**src/rtl/merge_stage_pkg.sv**
```systemverilog
package merge_stage_pkg;
  typedef enum logic {
    RUN_LEAD  = 1'b0,
    RUN_TRAIL = 1'b1
  } run_role_e;

  function automatic int unsigned run_len(input int unsigned level);
    return 32'd1 << (level - 1);
  endfunction
endpackage

```
**src/rtl/merge_stage_fifo.sv**
```systemverilog
module merge_stage_fifo #(
  parameter int W     = 8,
  parameter int DEPTH = 5
) (
  input  logic                         clk,
  input  logic                         rst_n,
  input  logic                         push,
  input  logic [W-1:0]                 push_data,
  input  logic                         pop,
  output logic [W-1:0]                 head,
  output logic                         not_empty
);
  localparam int PW = (DEPTH > 1) ? $clog2(DEPTH) : 1;
  localparam int CW = $clog2(DEPTH + 1);

  logic [W-1:0]  mem [DEPTH];
  logic [PW-1:0] wr_ptr_q, wr_ptr_d, rd_ptr_q, rd_ptr_d;
  logic [CW-1:0] cnt_q, cnt_d;

  function automatic logic [PW-1:0] bump(input logic [PW-1:0] p);
    return (p == PW'(DEPTH - 1)) ? '0 : p + 1'b1;
  endfunction

  always_comb begin
    wr_ptr_d = push ? bump(wr_ptr_q) : wr_ptr_q;
    rd_ptr_d = pop  ? bump(rd_ptr_q) : rd_ptr_q;
    cnt_d    = cnt_q + CW'(push) - CW'(pop);
  end

  always_ff @(posedge clk or negedge rst_n) begin
    if (!rst_n) begin
      wr_ptr_q <= '0;
      rd_ptr_q <= '0;
      cnt_q    <= '0;
    end else begin
      wr_ptr_q <= wr_ptr_d;
      rd_ptr_q <= rd_ptr_d;
      cnt_q    <= cnt_d;
    end
  end

  always_ff @(posedge clk) begin
    if (push) mem[wr_ptr_q] <= push_data;
  end

  assign head      = mem[rd_ptr_q];
  assign not_empty = (cnt_q != '0);


  no_overflow_chk: assert property (@(posedge clk) disable iff (!rst_n)
    (push && !pop) |-> (int'(cnt_q) < DEPTH));


  no_underflow_chk: assert property (@(posedge clk) disable iff (!rst_n)
    pop |-> not_empty);
endmodule

```
**src/rtl/merge_stage_ctrl.sv**
```systemverilog
module merge_stage_ctrl #(
  parameter int DATA_W  = 8,
  parameter int KEY_W   = 4,
  parameter int RUN_LEN = 4
) (
  input  logic              clk,
  input  logic              rst_n,
  input  logic [DATA_W-1:0] lead_head,
  input  logic              lead_ne,
  input  logic [DATA_W-1:0] trail_head,
  input  logic              trail_ne,
  output logic              pop_lead,
  output logic              pop_trail,
  output logic              emit,
  output logic              emit_first,
  output logic [DATA_W-1:0] emit_data
);
  localparam int CW = $clog2(RUN_LEN + 1);
  localparam logic [CW-1:0] LEN_C = CW'(RUN_LEN);

  logic [CW-1:0] lead_used_q, lead_used_d, trail_used_q, trail_used_d;
  logic [CW-1:0] lead_inc, trail_inc;
  logic          lead_done, trail_done, lead_av, trail_av, lead_wins, pair_end;
  logic [KEY_W-1:0] lead_key, trail_key;

  always_comb begin
    lead_key   = lead_head[DATA_W-1 -: KEY_W];
    trail_key  = trail_head[DATA_W-1 -: KEY_W];
    lead_done  = (lead_used_q == LEN_C);
    trail_done = (trail_used_q == LEN_C);
    lead_av    = lead_ne && !lead_done;
    trail_av   = trail_ne && !trail_done;
    lead_wins  = (lead_key <= trail_key);
    pop_lead   = lead_av && (trail_done || (trail_av && lead_wins));
    pop_trail  = trail_av && (lead_done || (lead_av && !lead_wins));
    emit       = pop_lead || pop_trail;
    emit_first = emit && (lead_used_q == '0) && (trail_used_q == '0);
    emit_data  = pop_lead ? lead_head : trail_head;
    lead_inc   = lead_used_q + CW'(pop_lead);
    trail_inc  = trail_used_q + CW'(pop_trail);
    pair_end   = (lead_inc == LEN_C) && (trail_inc == LEN_C);
    lead_used_d  = pair_end ? '0 : lead_inc;
    trail_used_d = pair_end ? '0 : trail_inc;
  end

  always_ff @(posedge clk or negedge rst_n) begin
    if (!rst_n) begin
      lead_used_q  <= '0;
      trail_used_q <= '0;
    end else if (emit) begin
      lead_used_q  <= lead_used_d;
      trail_used_q <= trail_used_d;
    end
  end


  one_pop_chk: assert property (@(posedge clk) disable iff (!rst_n)
    $onehot0({pop_lead, pop_trail}));


  wait_trail_chk: assert property (@(posedge clk) disable iff (!rst_n)
    (trail_used_q == '0 && !trail_ne) |-> !emit);
endmodule

```
**src/rtl/merge_stage.sv**
```systemverilog
module merge_stage
  import merge_stage_pkg::*;
#(
  parameter int DATA_W = 8,
  parameter int KEY_W  = 4,
  parameter int LEVEL  = 3
) (
  input  logic              clk,
  input  logic              rst_n,
  input  logic              in_valid,
  input  logic              in_first,
  input  logic [DATA_W-1:0] in_data,
  output logic              out_valid,
  output logic              out_first,
  output logic [DATA_W-1:0] out_data
);
  localparam int RUN_LEN = int'(run_len(LEVEL));
  localparam int DEPTH   = RUN_LEN + 1;
  localparam int OUT_LEN = 2 * RUN_LEN;
  localparam int RCW     = $clog2(OUT_LEN + 1);

  run_role_e role_q, role_d, beat_role;
  logic push_lead, push_trail;
  logic [DATA_W-1:0] lead_head, trail_head, emit_data;
  logic lead_ne, trail_ne, pop_lead, pop_trail, emit, emit_first;
  logic              vld_q, first_q;
  logic [DATA_W-1:0] data_q;

  always_comb begin
    beat_role  = in_first ? ((role_q == RUN_LEAD) ? RUN_TRAIL : RUN_LEAD) : role_q;
    role_d     = (in_valid && in_first) ? beat_role : role_q;
    push_lead  = in_valid && (beat_role == RUN_LEAD);
    push_trail = in_valid && (beat_role == RUN_TRAIL);
  end

  always_ff @(posedge clk or negedge rst_n) begin
    if (!rst_n) role_q <= RUN_TRAIL;
    else        role_q <= role_d;
  end

  merge_stage_fifo #(.W(DATA_W), .DEPTH(DEPTH)) u_lead_q (
    .clk(clk), .rst_n(rst_n), .push(push_lead), .push_data(in_data),
    .pop(pop_lead), .head(lead_head), .not_empty(lead_ne));

  merge_stage_fifo #(.W(DATA_W), .DEPTH(DEPTH)) u_trail_q (
    .clk(clk), .rst_n(rst_n), .push(push_trail), .push_data(in_data),
    .pop(pop_trail), .head(trail_head), .not_empty(trail_ne));

  merge_stage_ctrl #(.DATA_W(DATA_W), .KEY_W(KEY_W), .RUN_LEN(RUN_LEN)) u_ctrl (
    .clk(clk), .rst_n(rst_n),
    .lead_head(lead_head), .lead_ne(lead_ne),
    .trail_head(trail_head), .trail_ne(trail_ne),
    .pop_lead(pop_lead), .pop_trail(pop_trail),
    .emit(emit), .emit_first(emit_first), .emit_data(emit_data));

  always_ff @(posedge clk or negedge rst_n) begin
    if (!rst_n) begin
      vld_q   <= 1'b0;
      first_q <= 1'b0;
    end else begin
      vld_q   <= emit;
      first_q <= emit_first;
    end
  end

  always_ff @(posedge clk) begin
    if (emit) data_q <= emit_data;
  end

  assign out_valid = vld_q;
  assign out_first = first_q;
  assign out_data  = data_q;

  logic [KEY_W-1:0] last_key_q;
  logic [RCW-1:0]   run_cnt_q;

  always_ff @(posedge clk or negedge rst_n) begin
    if (!rst_n) begin
      last_key_q <= '0;
      run_cnt_q  <= '0;
    end else if (out_valid) begin
      last_key_q <= out_data[DATA_W-1 -: KEY_W];
      run_cnt_q  <= out_first ? RCW'(1) : run_cnt_q + 1'b1;
    end
  end


  sorted_out_chk: assert property (@(posedge clk) disable iff (!rst_n)
    (out_valid && !out_first) |-> (out_data[DATA_W-1 -: KEY_W] >= last_key_q));


  marker_gap_chk: assert property (@(posedge clk) disable iff (!rst_n)
    (out_valid && out_first) |-> (run_cnt_q == '0 || run_cnt_q == RCW'(OUT_LEN)));


  run_bound_chk: assert property (@(posedge clk) disable iff (!rst_n)
    (out_valid && !out_first) |-> (run_cnt_q != '0 && run_cnt_q < RCW'(OUT_LEN)));


  first_needs_valid_chk: assert property (@(posedge clk) disable iff (!rst_n)
    out_first |-> out_valid);
endmodule

```
**config.mk**
```make
export PLATFORM = sky130hd
export DESIGN_NAME = merge_stage
export DESIGN_NICKNAME = d
export VERILOG_FILES = /design/src/rtl/merge_stage_pkg.sv /design/src/rtl/merge_stage_fifo.sv /design/src/rtl/merge_stage_ctrl.sv /design/src/rtl/merge_stage.sv
export SDC_FILE = /design/constraint.sdc
export NUM_CORES = 1
export LEC_CHECK = 0
export BUFFER_PORTS_ARGS = -buffer_cell sky130_fd_sc_hd__buf_2
export CAP_MARGIN = 20
export CORE_MARGIN = 3
export CORE_UTILIZATION = 50
export DETAILED_ROUTE_END_ITERATION = 7
export GPL_TIMING_DRIVEN = 1
export PLACE_DENSITY = 0.78
export SETUP_SLACK_MARGIN = 0.1
export SLEW_MARGIN = 20
export SYNTH_ARGS = -nofsm -noshare
export SYNTH_HDL_FRONTEND = slang
export SYNTH_HIERARCHICAL = 1
export SYNTH_SLANG_ARGS = --single-unit
```
**constraint.sdc**
```tcl
create_clock -name clk -period 8.3 [get_ports clk]
set_input_delay 1.66 -clock clk [delete_from_list [all_inputs] [get_ports clk]]
set_output_delay 1.66 -clock clk [all_outputs]
set_load 0.05 [all_outputs]
```
# Yosys cells after proc, flatten, opt, wreduce, memory -nomap -nowiden
# Memory sizes are Yosys's and may differ from the RTL's.
# Index checks and enable logic that the tools add are counted.
[op_classes]
add_sub_neg = 10
n_lt_le_gt_ge = 1
eq_ne = 8
mux = 13
bitwise_logic = 1
n_reduce_logical = 22
[op_table]
columns = ["op", "count"]
rows = [
  ["3-bit == test (second input constant)", 8],
  ["3-bit 2-to-1 mux", 6],
  ["3-bit by 1-bit adder with 3-bit output", 4],
  ["3-bit by 1-bit adder with 3-bit output (second input constant)", 4],
  ["1-bit logical AND", 12],
  ["8-bit 2-to-1 mux", 1],
  ["3-bit logical NOT", 2],
  ["1-bit 2-to-1 mux", 6],
  ["3-bit nonzero test", 2],
  ["3-bit by 1-bit subtractor with 3-bit output", 2],
  ["4-bit less-or-equal comparator", 1],
  ["1-bit logical NOT", 3],
  ["1-bit logical OR", 3],
  ["1-bit inverter", 1],
]
[word_totals]
regBits = 35
mem_bits_rw = 80
output_inout_bits = 10
memories = 2
[memory_table]
columns = ["memory", "depth", "width", "rd", "rd_ports_with_merged_regs", "write_ports", "line_no", "source"]
rows = [
  ["u_lead_q.mem", 5, 8, 1, 0, 1, "merge_stage_fifo.sv:16", "logic [W-1:0] mem [DEPTH];"],
  ["u_trail_q.mem", 5, 8, 1, 0, 1, "merge_stage_fifo.sv:16", ""],
]

# Longest topological paths before layout
[logic_depth]
word_depth = 10
depth_mapped = 17
ltp_nobuf = 16

# Hierarchy
# Netlist, hierarchy kept.
[modules_own_cells]
columns = ["module", "n_inst", "cells_per_inst", "area_per_inst_um2"]
rows = [
  ["merge_stage_fifo (u_lead_q)", 1, 139, 2035.7],
  ["merge_stage_fifo (u_trail_q)", 1, 139, 2034.5],
  ["merge_stage_ctrl", 1, 63, 641.9],
  ["merge_stage", 1, 16, 350.3],
]

# Least setup slack after synthesis
# Ideal clock, no wire load.
[synth_timing]
path_kind = "reg2reg"
start = "register u_trail_q.rd_ptr_q[0]"
end = "register u_ctrl.trail_used_q[2]"
setup_ps = 121
arrival_time_ps = 3871
t_required_ps = 8179
path_slack_ps = 4308
path_stages_with_launch = 15
path_buffers = 1
synth_period_minus_slack_ps = 3992
cell_sequence = "dfrtp_1 -> buf_6 -> mux2i_1 -> a221oi_1 -> inv_1 -> ha_1 -> a21oi_1 -> o21ai_0 -> a211oi_4 -> ha_1 -> ha_1 -> or4_1 -> nor3_1 -> and2b_1 -> a22o_1"
[synth_rtl]
columns = ["element", "line_no", "source"]
rows = [
  ["start: declaration", "merge_stage_fifo.sv:17", "logic [PW-1:0] wr_ptr_q, wr_ptr_d, rd_ptr_q, rd_ptr_d;"],
  ["start signal: assignment", "merge_stage_fifo.sv:37", "rd_ptr_q <= rd_ptr_d;"],
  ["memory read 5 x 8 bit *", "-", ""],
  ["net trail_head[7]", "merge_stage.sv:24", "logic [DATA_W-1:0] lead_head, trail_head, emit_data;"],
  ["4-bit less-or-equal comparator *", "merge_stage_ctrl.sv:33", "lead_wins = (lead_key <= trail_key);"],
  ["1-bit logical AND *", "merge_stage_ctrl.sv:34", "pop_lead = lead_av && (trail_done || (trail_av && lead_wins));"],
  ["1-bit logical OR *", "merge_stage_ctrl.sv:34", ""],
  ["1-bit logical AND *", "merge_stage_ctrl.sv:34", ""],
  ["net pop_lead", "merge_stage.sv:25", "logic lead_ne, trail_ne, pop_lead, pop_trail, emit, emit_first;"],
  ["3-bit by 1-bit adder with 3-bit output", "merge_stage_ctrl.sv:39", "lead_inc = lead_used_q + CW'(pop_lead);"],
  ["3-bit == test", "merge_stage_ctrl.sv:41", "pair_end = (lead_inc == LEN_C) && (trail_inc == LEN_C);"],
  ["1-bit logical AND", "merge_stage_ctrl.sv:41", ""],
  ["3-bit 2-to-1 mux", "merge_stage_ctrl.sv:43", "trail_used_d = pair_end ? '0 : trail_inc;"],
  ["end signal: assignment", "merge_stage_ctrl.sv:52", "trail_used_q <= trail_used_d;"],
  ["end: declaration", "merge_stage_ctrl.sv:21", "logic [CW-1:0] lead_used_q, lead_used_d, trail_used_q, trail_used_d;"],
]
# The timed path passes the listed nets; every way through them passes the cells marked *.
# A chain may end at the register's enable or synchronous reset.

# Worst setup path after layout
# Same ends and word-level chain as after synthesis.

==> impl_table.tex <==
\begin{tabular}{lr}
\hline
Metric & Value \\
\hline
\multicolumn{2}{l}{\textbf{Detailed routing}} \\
Routed wire per std cell & 17.6 um \\
Number of vias per cell & 5.48 \\
Via Count & 2957 \\
Drt total wl & 9.51 mm \\
DRC violations left & 0 \\
Detailed Routing Iterations Pass 1 & 4 \\
Iteration-0 DRC Markers & 148 \\
Antenna violation net count after detailed routing & 0 \\
\multicolumn{2}{l}{\textbf{Yosys}} \\
Avg Synthesized Cell Area & 14.2 um2 \\
Cell count after synthesis & 357 \\
Total of flip-flops plus latches after synthesis & 115 \\
Netlist area before placement & 5060 um2 \\
Share of the yosys chip area belonging to registers & 0.656 \\
Number of nets in the synthesized netlist & 391 \\
Synth Warn \# & 6 \\
Count of unique library cells instantiated by Yosys & 39 \\
\multicolumn{2}{l}{\textbf{Power and ir drop}} \\
Ratio of total power to cell area & 450 nW/um2 \\
Peak supply drop & 229 uV \\
Lkg Pwr & 2.28 nW \\
Total power & 2.66 mW \\
\multicolumn{2}{l}{\textbf{Placement}} \\
Instance area after placement & 5320 um2 \\
IO buf count & 21 \\
Cell total after placement & 508 \\
Estimated wirelength of the detail-placed design & 6.13 mm \\
Placer's final routability congestion estimate & 0.828 \\
Pre-CTS setup slack & 3.41 ns \\
\multicolumn{2}{l}{\textbf{STA}} \\
Worst-case hold slack & 0.493 ns \\
Hold Vio Cnt, Final & 0 \\
Unrepaired setup endpoints after global routing & false \\
Total negative slack & 0 ns \\
Transition time at the pin with the least slew margin & 0.940 ns \\
Worst slew margin relative to its limit & 0.373 \\
Peak clock frequency supported by timing & 0.200 GHz \\
Final slew viol count & 0 \\
Share of the cycle needed by the critical path after routing & 0.602 \\
Final critical path time including I/O delays and setup & 5.00 ns \\
Post-route worst setup slack & 3.30 ns \\
Largest clock skew in the final design & 0.00881 ns \\
Setup violations, final & 0 \\
\multicolumn{2}{l}{\textbf{Worst hold path}} \\
Type of the tightest min-delay check & reg -> reg \\
\multicolumn{2}{l}{\textbf{Clock network}} \\
Inserted Clock Buffers & 17 \\
Maximum root-to-sink buffer count & 2 \\
Clock tree from TritonCTS & done \\
Cts repair resizes & 0 \\
Post-cts hold buffer count & 0 \\
H-tree depth & 4 \\
Master cell of the clock root buffer & sky130\_fd\_sc\_hd\_\_clkbuf\_8 \\
Clock Pin Slew Worst Setup and Hold Paths & 0.06 ns \\
Post-CTS setup-driven buffer insertion count & 0 \\
Clk sink count & 115 \\
Clk\_lat worst skew & 0.50 ns \\
\multicolumn{2}{l}{\textbf{Worst setup path}} \\
Cell at the slowest stage of the critical path & sky130\_fd\_sc\_hd\_\_dfrtp\_1 \\
CP Data Required Time & 8.69 ns \\
Type of element capturing the critical path & flop \\
Crit path buf inv count & 1 \\
Kind of start point of the critical path & flop \\
Kind of cell adding the most delay to the critical path & compound AO/OA/AOI/OAI gates \\
Worst path arrival time & 5.39 ns \\
Ordered cell list for the critical path & mux2i\_1 -> a221oi\_1 -> inv\_1 -> ha\_1 -> a21oi\_1 -> o21ai\_0 -> a211oi\_4 -> ha\_1 -> ha\_1 -> or4\_1 -> nor3\_1 -> and2b\_1 -> a22o\_1 \\
Peak fanout along the critical path & 26 \\
Kind of critical path & reg -> reg \\
Most common cell type on the critical path & sky130\_fd\_sc\_hd\_\_ha\_1 \\
Crit-path max cell delay & 0.92 ns \\
\multicolumn{2}{l}{\textbf{Global route}} \\
Global-route wire length before repair & 15.6 mm \\
Total gr overflow & 0 \\
Maximum number of pins on one net before global-route repair & 28 \\
Vias in the first global route & 3015 \\
Global router's overall resource usage & 0.184 \\
Number of antenna violations at the first check in global routing & 0 \\
\multicolumn{2}{l}{\textbf{Die}} \\
I/O pins & 22 \\
Die Height & 107 um \\
Total Die Area & 11400 um2 \\
Die outline width & 107 um \\
Total number of placement rows & 36 \\
Floorplan core area & 9820 um2 \\
Effective utilization at floorplan & 0.516 \\
\multicolumn{2}{l}{\textbf{Final layout}} \\
Most common library cell in the layout ignoring fill and taps & sky130\_fd\_sc\_hd\_\_edfxtp\_1 \\
Most frequent cells in the layout & sky130\_fd\_sc\_hd\_\_edfxtp\_1 (88), sky130\_fd\_sc\_hd\_\_inv\_1 (37), sky130\_fd\_sc\_hd\_\_dfrtp\_1 (26) \\
Utilization of the core after routing & 0.602 \\
Final net count & 428 \\
Number of fillers in the final layout & 761 \\
Cell Count, Final, Fillers Out & 540 \\
Area taken by flip-flops and latches & 3320 um2 \\
Fraction of layout cells with a size suffix above 1 & 0.209 \\
Area of the multi-input gates & 1550 um2 \\
Total non-filler cell area in the finished layout & 5910 um2 \\
Number of diodes & 0 \\
Area growth from synthesis to final layout & 16.8\% \\
\multicolumn{2}{l}{\textbf{Status}} \\
Run status & finished, final reports clean \\
\multicolumn{2}{l}{\textbf{Run}} \\
Max-cap violation count & 0 \\
\hline
\end{tabular}
## routing by layer
layer | vias to the layer above | GRT usage | part of all wire
li1 | 1394 | - | -
met1 | 1457 | 0.242 | 0.43
met2 | 95 | 0.299 | 0.50
met3 | 11 | 0.0427 | 0.055
met4 | 0 | 0.0694 | 0.014
met5 | - | 0 | 0
## cell usage after synthesis, drive strengths merged
cell,count,area (um2)
fa,2,40.0
xor2,1,8.76
edfxtp,88,2640
a221oi,16,140
and4,1,8.76
a211oi,17,140
or3,2,12.5
nand2,23,86.3
dfstp,1,26.3
and2b,12,103
nor3b,3,33.8
buf,6,47.5
mux2i,16,160
nor2,10,40.0
nor2b,9,56.3
o21ai,19,98.8
or4,1,7.51
nand3,6,30.0
a311oi,1,26.3
mux2,12,135
inv,37,139
dfrtp,26,651
clkbuf,3,11.3
a21oi,4,20.0
ha,20,250
nand2b,5,31.3
nand4,1,6.26
and2,1,6.26
nor3,5,25.0
xnor2,7,61.3
a22o,2,17.5
## where the power goes
part	total, mW	switching, mW	internal (mW)
combinational	1.03	0.595	0.434
clock	0.711	0.248	0.463
sequential	0.919	0.123	0.796
total	2.66	0.966	1.69
## cells by family after synthesis
group | synth area share
flops | 0.656
simple gates | 0.0882
compound gates | 0.0875
buf+inv | 0.0390
mux | 0.0583
fa+ha+maj | 0.0573
xor+xnor | 0.0138
## cell type report
cell class,count,share of cell area
Clock buffer,19,0.0730
Clock inverter,13,0.0269
Inverter,37,0.0235
Multi-Input combinational cell,196,0.261
Sequential cell,115,0.562
Tap cell,133,0.0282
Timing Repair Buffer,27,0.0254
## final timing paths
| path | cells past startpoint | startpoint | slack (ns) | endpoint |
|---|---|---|---|---|
| max | 13 | u_trail_q/rd_ptr_q[0]$_DFFE_PN0P_ | 3.30 | u_ctrl/trail_used_q[2]$_DFFE_PN0P_ |
| min | 1 | role_q$_DFFE_PN1P_ | 0.49 | role_q$_DFFE_PN1P_ |
| max reg2reg | 13 | u_trail_q/rd_ptr_q[0]$_DFFE_PN0P_ | 3.30 | u_ctrl/trail_used_q[2]$_DFFE_PN0P_ |
| min reg2reg | 1 | role_q$_DFFE_PN1P_ | 0.49 | role_q$_DFFE_PN1P_ |
| max in group asynchronous | 1 | rst_n | 6.65 | u_lead_q/rd_ptr_q[2]$_DFFE_PN0P_ |
| min in group asynchronous | 1 | rst_n | 1.19 | out_first$_DFF_PN0_ |
(Power assumes the default switching activity.)
